### src/rtl/ref_sel_pkg.sv
// Shared types for the reference selector.
package ref_sel_pkg;
    // Selection state: parked, locked onto a usable input, or under software control.
    typedef enum logic [1:0] {
        ST_HOLD   = 2'd0,
        ST_ACTIVE = 2'd1,
        ST_MANUAL = 2'd2
    } sel_state_e;
endpackage

### src/rtl/ref_usable_mask.sv
// Combines the qualifier's validity flags with the software enables.
// Assumes both inputs are synchronous to the block clock.
module ref_usable_mask #(
    parameter int NUM_REFS = 4
) (
    input  logic [NUM_REFS-1:0] valid,
    input  logic [NUM_REFS-1:0] enable,
    output logic [NUM_REFS-1:0] usable
);
    for (genvar g = 0; g < NUM_REFS; g++) begin : g_bit
        // An input counts only when it is both qualified and enabled.
        assign usable[g] = valid[g] & enable[g];
    end
endmodule

### src/rtl/ref_prio_ranker.sv
// Finds the best usable input. A smaller priority value wins, and ties
// go to the lower index. Purely combinational.
module ref_prio_ranker #(
    parameter int NUM_REFS = 4,
    parameter int PRIO_W   = 2,
    localparam int IDX_W   = (NUM_REFS > 1) ? $clog2(NUM_REFS) : 1
) (
    input  logic [NUM_REFS-1:0]        usable,
    input  logic [NUM_REFS*PRIO_W-1:0] prio,
    output logic [IDX_W-1:0]           best_idx,
    output logic                       any_usable
);
    logic [PRIO_W-1:0] best_prio;

    // Linear scan: a strict comparison keeps the earlier index on a tie.
    always_comb begin
        best_idx   = '0;
        best_prio  = '1;
        any_usable = 1'b0;
        for (int i = 0; i < NUM_REFS; i++) begin
            if (usable[i] && (!any_usable || prio[i*PRIO_W +: PRIO_W] < best_prio)) begin
                best_idx   = IDX_W'(i);
                best_prio  = prio[i*PRIO_W +: PRIO_W];
                any_usable = 1'b1;
            end
        end
    end
endmodule

### src/rtl/ref_sel_fsm.sv
// Selection state machine. It applies the manual, revertive and
// non-revertive policies and the holdover decision. Outputs are
// registered. Assumes the usable mask and the ranking are computed
// from inputs that are synchronous to clk.
module ref_sel_fsm
    import ref_sel_pkg::*;
#(
    parameter int NUM_REFS = 4,
    localparam int IDX_W   = (NUM_REFS > 1) ? $clog2(NUM_REFS) : 1
) (
    input  logic                clk,
    input  logic                rst_n,
    input  logic                auto_mode,
    input  logic                revertive,
    input  logic [IDX_W-1:0]    manual_sel,
    input  logic [NUM_REFS-1:0] usable,
    input  logic [IDX_W-1:0]    best_idx,
    input  logic                any_usable,
    output logic [IDX_W-1:0]    sel_idx,
    output logic                holdover,
    output logic                switch_pulse
);
    sel_state_e       st_q, st_d;
    logic [IDX_W-1:0] sel_q, sel_d;
    logic             pulse_q;

    // Next-state decision for the mode, the policy and holdover.
    always_comb begin
        st_d  = st_q;
        sel_d = sel_q;
        if (!auto_mode) begin
            st_d  = ST_MANUAL;
            sel_d = manual_sel;
        end else if (!any_usable) begin
            st_d = ST_HOLD;
        end else if (st_q != ST_ACTIVE || revertive || !usable[sel_q]) begin
            st_d  = ST_ACTIVE;
            sel_d = best_idx;
        end
    end

    // State, selection and switch-event registers.
    always_ff @(posedge clk) begin
        if (!rst_n) begin
            st_q    <= ST_HOLD;
            sel_q   <= '0;
            pulse_q <= 1'b0;
        end else begin
            st_q    <= st_d;
            sel_q   <= sel_d;
            pulse_q <= (sel_d != sel_q);
        end
    end

    assign sel_idx      = sel_q;
    assign holdover     = (st_q == ST_HOLD);
    assign switch_pulse = pulse_q;

    // an automatic choice always lands on an input that was usable.
    a_r2_sel_usable: assert property (@(posedge clk) disable iff (!rst_n)
        (auto_mode && any_usable) |=> |($past(usable) & (NUM_REFS'(1) << sel_q)));

    // nothing usable in automatic mode leads to holdover with the index held.
    a_r3_enter_hold: assert property (@(posedge clk) disable iff (!rst_n)
        (auto_mode && !any_usable) |=> (holdover && $stable(sel_q)));

    // the revertive policy tracks the best-ranked input.
    a_r5_rev_best: assert property (@(posedge clk) disable iff (!rst_n)
        (auto_mode && revertive && any_usable) |=> (sel_q == $past(best_idx)));

    // the non-revertive policy keeps a still-usable active input.
    a_r6_nonrev_keep: assert property (@(posedge clk) disable iff (!rst_n)
        (auto_mode && !revertive && st_q == ST_ACTIVE && usable[sel_q]) |=> $stable(sel_q));

    // in manual mode the software index is followed and holdover is clear.
    a_r9_manual_follow: assert property (@(posedge clk) disable iff (!rst_n)
        !auto_mode |=> (sel_q == $past(manual_sel) && !holdover));

    // the pulse marks exactly the cycles in which the index changed.
    a_r10_pulse_on_change: assert property (@(posedge clk) disable iff (!rst_n)
        (sel_q != $past(sel_q)) |-> switch_pulse);
    a_r10_pulse_only_change: assert property (@(posedge clk) disable iff (!rst_n)
        switch_pulse |-> (sel_q != $past(sel_q)));
endmodule

### src/rtl/ref_select.sv
// Top of the reference selector. It builds the usable mask, ranks the
// inputs and drives the selection state machine. The validity flags must
// already be synchronised to clk.
module ref_select #(
    parameter int NUM_REFS = 4,
    parameter int PRIO_W   = 2,
    localparam int IDX_W   = (NUM_REFS > 1) ? $clog2(NUM_REFS) : 1
) (
    input  logic                       clk,
    input  logic                       rst_n,
    input  logic                       auto_mode,
    input  logic                       revertive,
    input  logic [IDX_W-1:0]           manual_sel,
    input  logic [NUM_REFS-1:0]        ref_valid,
    input  logic [NUM_REFS-1:0]        ref_enable,
    input  logic [NUM_REFS*PRIO_W-1:0] ref_prio,
    output logic [IDX_W-1:0]           sel_idx,
    output logic                       switch_pulse,
    output logic                       holdover
);
    logic [NUM_REFS-1:0] usable;
    logic [IDX_W-1:0]    best_idx;
    logic                any_usable;

    ref_usable_mask #(.NUM_REFS(NUM_REFS)) u_mask (
        .valid  (ref_valid),
        .enable (ref_enable),
        .usable (usable)
    );

    ref_prio_ranker #(.NUM_REFS(NUM_REFS), .PRIO_W(PRIO_W)) u_rank (
        .usable     (usable),
        .prio       (ref_prio),
        .best_idx   (best_idx),
        .any_usable (any_usable)
    );

    ref_sel_fsm #(.NUM_REFS(NUM_REFS)) u_fsm (
        .clk          (clk),
        .rst_n        (rst_n),
        .auto_mode    (auto_mode),
        .revertive    (revertive),
        .manual_sel   (manual_sel),
        .usable       (usable),
        .best_idx     (best_idx),
        .any_usable   (any_usable),
        .sel_idx      (sel_idx),
        .holdover     (holdover),
        .switch_pulse (switch_pulse)
    );
endmodule

### config.mk
export PLATFORM = sky130hd
export DESIGN_NAME = ref_select
export DESIGN_NICKNAME = d
export VERILOG_FILES = /design/src/rtl/ref_sel_pkg.sv /design/src/rtl/ref_usable_mask.sv /design/src/rtl/ref_prio_ranker.sv /design/src/rtl/ref_sel_fsm.sv /design/src/rtl/ref_select.sv
export SDC_FILE = /design/constraint.sdc
export NUM_CORES = 1
export LEC_CHECK = 0
export BUFFER_PORTS_ARGS = -buffer_cell sky130_fd_sc_hd__buf_2
export CORE_MARGIN = 3
export CORE_UTILIZATION = 35
export DETAILED_ROUTE_END_ITERATION = 8
export GPL_TIMING_DRIVEN = 0
export RECOVER_POWER = 100
export SYNTH_ARGS = -nofsm -noshare
export SYNTH_HDL_FRONTEND = slang
export SYNTH_SLANG_ARGS = --single-unit
### constraint.sdc
create_clock -name clk -period 4.1 [get_ports clk]
set_input_delay 0.615 -clock clk [delete_from_list [all_inputs] [get_ports clk]]
set_output_delay 0.615 -clock clk [all_outputs]
set_load 0.01 [all_outputs]
Word-level counts from Yosys, hierarchy flattened
Cells that the tools add are included.
{"block": "totals", "ff_bits": 5, "input_bits": 22, "out_inout_bits": 4}
{"block": "op_classes", "order_cmp": 4, "n_eq_ne": 3, "n_mux": 18, "bitwise": 4, "reduce_logical": 14}
{"operator": "$mux 2", "n": 11}
{"operator": "$lt 2x2->1", "n": 3}
{"operator": "$mux 1", "n": 6}
{"operator": "$logic_or 1x1->1", "n": 5}
{"operator": "$and 1x1->1", "n": 4}
{"operator": "$logic_not 1->1", "n": 4}
{"operator": "$logic_and 1x1->1", "n": 3}
{"operator": "$lt 2x3->1 const B", "n": 1}
{"operator": "$ne 3x3->1 const B", "n": 1}
{"operator": "$reduce_and 3->1", "n": 1}
{"operator": "$bmux 1 s2", "n": 1}
{"operator": "$logic_not 2->1", "n": 1}
{"operator": "$ne 2x1->1 const B", "n": 1}
{"operator": "$ne 2x2->1", "n": 1}

Longest topological paths before layout
Gate-level depths: netlist (run 1).
{"block": "depth", "depth_word": 18, "mapped_depth": 17}

Modules after synthesis
Synthesis (run 1) repeated with hierarchy kept, for this count alone.
{"block": "hier_totals", "cells_unflattened": 70, "area_unflattened_um2": 556.8}
{"mod": "ref_sel_fsm", "n_inst": 1, "cells_per_inst": 35, "area_each_um2": 319.1, "seq_area_each_um2": 100.1}
{"mod": "ref_prio_ranker", "n_inst": 1, "cells_per_inst": 31, "area_each_um2": 212.7, "seq_area_each_um2": 0.0}
{"mod": "ref_usable_mask", "n_inst": 1, "cells_per_inst": 4, "area_each_um2": 25.0, "seq_area_each_um2": 0.0}

Worst setup path after synthesis (run 1)
OpenSTA, ideal clock, no wires.
{"block": "synth_path", "path_type": "input to register", "from": "in ref_prio[1]", "to": "reg u_fsm.pulse_q, in the netlist u_fsm.switch_pulse", "setup_time_ns": 0.070, "t_arrival_ns": 3.349, "path_slack_ns": 0.681, "path_stages": 17, "n_path_buf": 0, "cell_sequence": "and3b_4 > nor2_1 > inv_1 > ha_1 > inv_1 > a211o_1 > a221o_1 > nand4_1 > mux2i_1 > ha_1 > nor2_1 > a21oi_1 > o21ai_0 > a211oi_2 > a221o_1 > xor2_1 > a21oi_1"}
{"block": "synth_via", "elab_chain_len": 17, "elab_cells_between_ends": 24, "cone_classes": "order compare: 3; eq/ne: 1; mux: 12; reduce/logical: 8"}
{"item": "start: declaration", "line_no": "ref_select.sv:16", "text": "input logic [NUM_REFS*PRIO_W-1:0] ref_prio,"}
{"item": "$mux 2 *", "line_no": "ref_prio_ranker.sv:21", "text": "if (usable[i] && (!any_usable || prio[i*PRIO_W +: PRIO_W] < best_prio)) begin"}
{"item": "$lt 2x2->1", "line_no": "ref_prio_ranker.sv:21"}
{"item": "$logic_or 1x1->1", "line_no": "ref_prio_ranker.sv:21"}
{"item": "$logic_and 1x1->1", "line_no": "ref_prio_ranker.sv:21"}
{"item": "$mux 2 / $mux 1 (equally long branches)", "line_no": "ref_prio_ranker.sv:21"}
{"item": "$lt 2x2->1 / $logic_not 1->1 (equally long branches)", "line_no": "ref_prio_ranker.sv:21"}
{"item": "$logic_or 1x1->1", "line_no": "ref_prio_ranker.sv:21"}
{"item": "$logic_and 1x1->1", "line_no": "ref_prio_ranker.sv:21"}
{"item": "$mux 2 / $mux 1 (equally long branches)", "line_no": "ref_prio_ranker.sv:21"}
{"item": "$lt 2x2->1 / $logic_not 1->1 (equally long branches)", "line_no": "ref_prio_ranker.sv:21"}
{"item": "$logic_or 1x1->1", "line_no": "ref_prio_ranker.sv:21"}
{"item": "$logic_and 1x1->1", "line_no": "ref_prio_ranker.sv:21"}
{"item": "$mux 2", "line_no": "ref_prio_ranker.sv:21"}
{"item": "$mux 2", "line_no": "ref_sel_fsm.sv:36", "text": "end else if (st_q != ST_ACTIVE || revertive || !usable[sel_q]) begin"}
{"item": "$mux 2 *", "line_no": "ref_sel_fsm.sv:34", "text": "end else if (!any_usable) begin"}
{"item": "$mux 2 *", "line_no": "ref_sel_fsm.sv:31", "text": "if (!auto_mode) begin"}
{"item": "$ne 2x2->1 *", "line_no": "ref_sel_fsm.sv:51", "text": "pulse_q <= (sel_d != sel_q);"}
{"item": "end signal: assignment", "line_no": "ref_sel_fsm.sv:51"}
{"item": "end: declaration", "line_no": "ref_sel_fsm.sv:25", "text": "logic pulse_q;"}
Every way passes the cells marked *; elsewhere a longest branch is shown, timed or not.
A chain may end at the register's enable or synchronous reset.

Worst setup path in the final report (run 1)
{"block": "layout_path", "from": "in ref_valid[1]", "to": "reg u_fsm.pulse_q, in the netlist u_fsm.switch_pulse"}
{"block": "layout_via", "elab_chain_len": 15, "elab_cells_between_ends": 26, "cone_classes": "order compare: 2; eq/ne: 1; mux: 13; bitwise: 1; reduce/logical: 9"}
{"item": "start: declaration", "line_no": "ref_select.sv:14", "text": "input logic [NUM_REFS-1:0] ref_valid,"}
{"item": "$and 1x1->1 *", "line_no": "ref_usable_mask.sv:12", "text": "assign usable[g] = valid[g] & enable[g];"}
{"item": "$logic_and 1x1->1", "line_no": "ref_prio_ranker.sv:21"}
{"item": "$mux 2 / $mux 1 (equally long branches)", "line_no": "ref_prio_ranker.sv:21"}
{"item": "$lt 2x2->1 / $logic_not 1->1 (equally long branches)", "line_no": "ref_prio_ranker.sv:21"}
{"item": "$logic_or 1x1->1", "line_no": "ref_prio_ranker.sv:21"}
{"item": "$logic_and 1x1->1", "line_no": "ref_prio_ranker.sv:21"}
{"item": "$mux 2 / $mux 1 (equally long branches)", "line_no": "ref_prio_ranker.sv:21"}
{"item": "$lt 2x2->1 / $logic_not 1->1 (equally long branches)", "line_no": "ref_prio_ranker.sv:21"}
{"item": "$logic_or 1x1->1", "line_no": "ref_prio_ranker.sv:21"}
{"item": "$logic_and 1x1->1", "line_no": "ref_prio_ranker.sv:21"}
{"item": "$mux 2", "line_no": "ref_prio_ranker.sv:21"}
{"item": "$mux 2", "line_no": "ref_sel_fsm.sv:36"}
{"item": "$mux 2 *", "line_no": "ref_sel_fsm.sv:34"}
{"item": "$mux 2 *", "line_no": "ref_sel_fsm.sv:31"}
{"item": "$ne 2x2->1 *", "line_no": "ref_sel_fsm.sv:51"}
Every way passes the cells marked *; elsewhere a longest branch is shown, timed or not. The select of a mux whose other input is x is not followed.

==> metrics.txt, run 1 <==
synthesized area per cell=7.75 um2; Yosys reg bits=5; DR DRC count=0; Final Max Slew Viols=0; Max-cap violations=0; number of flops mapped to enable cells by yosys=0; Slew HR=71.9%; CP required=4.22 ns; Setup violations, final=0; clock root cell=clkbuf_4; vias per cell=5.33; Peak Freq=274 MHz; # hold bufs at CTS=0; simple-gate share of the synthesized area=34.7%; most common cell after layout, fill and taps aside=buf_2; most frequent cells in the layout=buf_2 (19), nor2_1 (9), clkbuf_1 (7); Final Wtd Congestion=0.797; core outline area=1350 um2; DRT Wirelength=1400 um; syn nets=91; clk sinks=5; H-Tree Depth=1; cell count of the worst hold path=2; pwr dens=259 nW/um2; Cell Area, Synth=519 um2; Cell Rows=13; Hold Violations, Final=0; R2R depth=7; Mapped Cells=67; Non-Filler Instances=111; Synth Flop Type=dfxtp_1; final worst slack=0.451 ns; min cycle time layout=3.65 ns; DP Cell Count=107; Initial Util=38.5%; area of the multi-input gates=393 um2; Critical Path End Type=flip-flop; Hold Path Class=input port to flip-flop; Metal-1 WL=690 um; Adder-Cell Fraction of Synth Area=6.75%; DRT iter0 DRCs=19; worst slew pin tran=0.421 ns; Max VDD drop=0.0645 mV; pre-CTS setup slack=0.260 ns; Arrival @ worst endpoint=3.77 ns; drt wl/cell=12.6 um; fraction of layout cells with a size suffix above 1=24.0%; Overflow after GRT=0; vias in the first global route=519; Routed met2 length=665 um; global-route wire length before repair=2100 um; Reg clk slew, reported paths=0.04 ns; clock skew=0.00345 ns; chip width=44.5 um; CTS tree=yes; IO Port Bufs=25; antenna-violating nets left=0; multiplexer area fraction after synthesis=1.93%; worst skew pair latency=0.24 ns; post-synthesis compound-gate area fraction=31.1%; main combinational cell family by area after synthesis=simple AND/OR/NAND/NOR gates; synth-to-layout area growth=29.2%; metal3 WL=39 um; FILL cells=146; initial antenna violation count=0; # IOs=26; worst-path fanout max=6; fin nets=121; Resize count post-CTS=0; Max Buffers Root-to-Sink=2; Die Footprint=1980 um2; CP Class=input port to flip-flop; TNS Setup=0 ns; asr flop ratio synth=0%; Die Y=44.5 um; Synth warnings=0; leakage dissipation=0.321 nW; status=complete, no violations; startpoint type of the worst setup path=input port; RSZ-0062 raised after global routing=false; detailed-route via count=592; post-synthesis sequential area ratio=19.3%; Top Metal Used=met3; Antenna diodes=0; largest net degree at the start of global routing=8; Register Area=100 um2; CTS Buf Count=3; post-route clock period utilization=89.0%; Cell variety after synth=35; Pre-antenna DRT Iters=4; GRT Total Usage=14.5%; post-CTS setup buffers=0; XOR/XNOR Fraction of Synth Area=3.37%
[layout make-up]
| type | instances | share of cell area, % |
|---|---|---|
| well taps | 15 | 2.80 |
| clock buffers | 4 | 3.92 |
| multi-input cells | 58 | 58.6 |
| flip-flops and latches | 5 | 14.9 |
| inverters | 4 | 2.24 |
| repair buffers | 25 | 17.5 |
[Yosys cell counts (2+ instances only)]
| library cell | count | share of area [%] |
|---|---|---|
| nand3b_1 | 2 | 2.9 |
| and3_1 | 3 | 3.6 |
| o21ai_0 | 2 | 1.9 |
| and3b_1 | 3 | 5.1 |
| o21ai_1 | 2 | 1.9 |
| nor2_1 | 9 | 6.5 |
| a221o_1 | 2 | 3.9 |
| o211ai_1 | 2 | 2.9 |
| a21oi_1 | 3 | 2.9 |
| and2_1 | 4 | 4.8 |
| nand2_1 | 3 | 2.2 |
| dfxtp_1 | 5 | 19 |
| inv_1 | 4 | 2.9 |
| ha_1 | 2 | 4.8 |
[worst max-delay path: stages]
cell and delay [ns]:
clkbuf_1 0.13, and3b_1 0.23, nor2_1 0.13, inv_1 0.06
ha_1 0.32, inv_1 0.06, a211o_1 0.25, a221o_1 0.26
nand4_1 0.15, mux2i_1 0.22, ha_1 0.25, nor2_1 0.10
a21oi_1 0.04, o21ai_0 0.15, a211oi_1 0.08, a221oi_1 0.45
xnor2_1 0.17, a21oi_1 0.09
[through the flow]
step | utilization (%) | power (mW) | instance area [um2] | hold slack (ns)
after CTS | 51.1 | 0.178 | 689 | 0.605
after floorplan | - | 0.0960 | 519 | 0.614
final | 49.7 | 0.173 | 671 | 0.627
after global routing | 49.7 | 0.186 | 671 | 0.633
after detailed placement | 49.1 | 0.121 | 663 | 0.620
after global placement | 49.1 | 0.121 | 663 | 0.616
[final timing paths]
path | start | end | slack (ns)
worst max register to register | u_fsm.st_q[1] | u_fsm.switch_pulse | 2.16
worst min register to register | u_fsm.sel_idx[1] | u_fsm.switch_pulse | 0.64
worst max-delay path | ref_valid[1] | u_fsm.switch_pulse | 0.45
worst min-delay path | auto_mode | u_fsm.st_q[1] | 0.63
[kinds of logic (layout without fill, tap and decap cells)]
family          after synthesis  after routing
fa+ha+maj                     3              3
flops                         5              5
mux                           1              1
compound gates               21             21
simple gates                 31             31
buf+inv                       4             33
xor+xnor                      2              2
[registers in the layout (all words and copies together) (netlist names)]
name	cells
u_fsm.sel_idx	2
u_fsm.st_q	2
u_fsm.switch_pulse	1
[where the power goes]
group	internal, mW	switching (mW)	leakage [nW]
clock	0.0367	0.0186	0.0150
sequential	0.0535	0.00378	0.0417
combinational	0.0289	0.0320	0.264
total	0.119	0.0543	0.321
[metal layers]
layer / up-vias / GRT usage (%)
met5: - / 0
met4: 0 / 7.23
met3: 0 / 2.44
met2: 10 / 21.8
met1: 268 / 19.5
li1: 314 / -
Note: power is estimated with default switching activity, not from simulation.
==> inputs of run 2 (changes only) <==
--- a/config.mk
+++ b/config.mk
@@ -13,4 +13,5 @@
 export RECOVER_POWER = 100
 export SYNTH_ARGS = -nofsm -noshare
 export SYNTH_HDL_FRONTEND = slang
+export SYNTH_HIERARCHICAL = 1
 export SYNTH_SLANG_ARGS = --single-unit
==> metrics.txt, run 2 <==
status=complete, no violations; Cell Rows=13 (unchanged); Max VDD drop=0.0859 mV (+33%); Reg clk slew, reported paths=0.05 ns (about the same); DPL Wire Length=1090 um; Cell Area, Synth=557 um2 (+7.2%); vias in the first global route=562 (+8.3%); Register Area=100 um2 (unchanged); commonest cells in the netlist=o21ai_0 (10), inv_1 (6), dfxtp_1 (5); drt wl/cell=12.0 um (-4.6%); IO Port Bufs=25 (unchanged); Antenna diodes=0 (unchanged); # IOs=26 (unchanged); Initial Util=39.8% (+1.3 points); leakage dissipation=0.316 nW (-1.3%); DRT iter0 DRCs=12 (-7); cell taking the most area after synthesis=dfxtp_1; Max Buffers Root-to-Sink=2 (unchanged); worst slew pin tran=0.352 ns (-0.0697 ns); Synth warnings=6 (+6); number of flops mapped to enable cells by yosys=0 (unchanged); startpoint type of the worst setup path=input port; Critical Path End Type=flip-flop; Arrival @ worst endpoint=3.69 ns (-0.08 ns); detailed-route via count=620 (+4.7%); synth top area cells=dfxtp_1 (18%), o21ai_0 (9.0%), and2_1 (4.5%), ha_1 (4.5%), o22ai_1 (4.5%); Hold Violations, Final=0 (unchanged); worst-path fanout max=10 (+4); Setup violations, final=0 (unchanged); post-route clock period utilization=86.6% (-2.4 points); asr flop ratio synth=0% (unchanged); Yosys reg bits=5 (unchanged); Resize count post-CTS=0 (unchanged); Finished Core Util=51.5% (+1.8 points); Crit path largest cell delay=0.33 ns (-0.12 ns); Pwr Total=181 uW (+4.6%); top cell type's share of synthesized area=18.0% (-1.3 points); most frequent cells in the layout=buf_2 (20), o21ai_0 (10), clkbuf_1 (6), inv_1 (6), dfxtp_1 (5); Max-cap violations=0 (unchanged); Final Max Slew Viols=0 (unchanged); DR DRC count=0 (unchanged); Synth Flop Type=dfxtp_1; synth-to-layout area growth=29.4%; fin nets=124 (+2.5%); final worst slack=0.549 ns (+0.0975 ns); H-Tree Depth=1 (unchanged); CTS tree=yes; Peak Freq=282 MHz (+2.7%); most frequent CP cell=o21ai_0; post-synthesis sequential area ratio=18.0% (-1.3 points); chip width=45.9 um (+3.1%); Pre-antenna DRT Iters=2 (-2); global-route wire length before repair=2330 um (+11%); met2 Use GR=20.6% (-1.2 points); CP Class=input port to flip-flop; antenna-violating nets left=0 (unchanged); Die Y=45.9 um (+3.1%); CP required=4.24 ns (+0.02 ns); area of the multi-input gates=423 um2 (+7.6%); DRT Wirelength=1370 um (-2.0%); Final Wtd Congestion=0.718 (-9.9%); initial antenna violation count=0 (unchanged); core outline area=1400 um2 (+3.6%); Cell variety after synth=34 (-2.9%); CTS Buf Count=3 (unchanged); FILL cells=149 (+2.1%); vias per cell=5.44 (+2.0%); most common cell after layout, fill and taps aside=buf_2; GRT Total Usage=15.0% (+0.51 points); post-CTS setup buffers=0 (unchanged); clock root cell=clkbuf_4; Die Footprint=2110 um2 (+6.2%); CP cell instances=buf_2 > and2_1 > inv_1 > o22ai_1 > ha_1 > o22ai_1 > o21ai_0 > o32a_1 > ha_1 > a311o_1 > a31oi_1 > o21ai_0 > o21ai_0 > xnor2_1 > o21ai_0 > a31o_1 > a32o_1; # hold bufs at CTS=0 (unchanged); Slew HR=76.6% (+4.6 points); clock skew=0.00620 ns (+0.00276 ns); Mapped Cells=70 (+4.5%); syn nets=94 (+3.3%); busiest layer in global routing=met1; Hold Path Class=flip-flop to flip-flop; met1 Use GR=22.1% (+2.6 points); largest net degree at the start of global routing=11 (+3); TNS Setup=0 ns (unchanged); RSZ-0062 raised after global routing=false; cell with the most instances after synthesis=o21ai_0; synthesized area per cell=7.95 um2 (+2.6%); GR Layer Usage met3=3.56% (+1.1 points); pwr dens=252 nW/um2 (-2.7%); fraction of layout cells with a size suffix above 1=28.3% (+4.3 points); clk sinks=5 (unchanged); Overflow after GRT=0 (unchanged); Crit-path slowest cell=and2_1; min cycle time layout=3.55 ns (-0.0975 ns); pre-CTS setup slack=0.309 ns (+0.0481 ns); worst skew pair latency=0.24 ns (about the same)
## run 2: kinds of logic (layout without fill, tap and decap cells)
logic type | after synthesis | after routing | synth area share (%)
adder cells (fa/ha/maj) | 3 | 3 | 6.29
AND/OR/NAND/NOR | 22 | 22 | 23.4
flip-flops | 5 | 5 | 18.0
XOR/XNOR | 3 | 3 | 4.72
buffers and inverters | 7 | 36 | 6.07
multiplexers | 4 | 4 | 9.66
AO/OA/AOI/OAI | 26 | 26 | 31.9
## run 2: worst max-delay path, delay by kind of cell
family	cells	cell delay, ns
buf+inv	2	0.19
fa+ha+maj	2	0.47
compound gates	11	1.91
simple gates	1	0.33
xor+xnor	1	0.15
## run 2: power by group
group / leakage (nW) / internal [mW] / switching, mW
sequential: 0.0416 / 0.0529 / 0.00276
combinational: 0.260 / 0.0335 / 0.0341
clock: 0.0150 / 0.0369 / 0.0211
total: 0.316 / 0.123 / 0.0580
## run 2: layer usage
layer	vias to the layer above	part of all wire (%)	wire [um]
li1	328	-	-
met2	18	42	581
met3	0	5.3	72
met1	274	52	714
met4	0	0	0
met5	-	0	0
## run 2: worst paths after layout
| check | startpoint | endpoint | slack, ns | cells after the start |
|---|---|---|---|---|
| worst min register to register | u_fsm/sel_idx[1] | u_fsm/sel_idx[1] | 0.58 | 2 |
| worst max register to register | u_fsm/sel_idx[0] | u_fsm/sel_idx[0] | 2.70 | 5 |
| worst max-delay path | ref_valid[1] | u_fsm/switch_pulse | 0.55 | 17 |
| worst min-delay path | u_fsm/sel_idx[1] | u_fsm/sel_idx[1] | 0.58 | 2 |
## run 2: stage by stage
stage                     area [um2]  hold slack [ns]  instances
after floorplan                  557            0.566         70
after detailed placement         701            0.570        110
final                            721            0.583        114
after CTS                        727            0.576        114
after global routing             721            0.619        114
after global placement           701            0.567        110
## run 2: final cells by class
class / count / area share [%]
multi-input cells: 58 / 58.7
well taps: 15 / 2.60
clock buffers: 4 / 3.65
inverters: 6 / 3.13
plain buffers: 1 / 1.56
repair buffers: 25 / 16.5
flip-flops and latches: 5 / 13.9
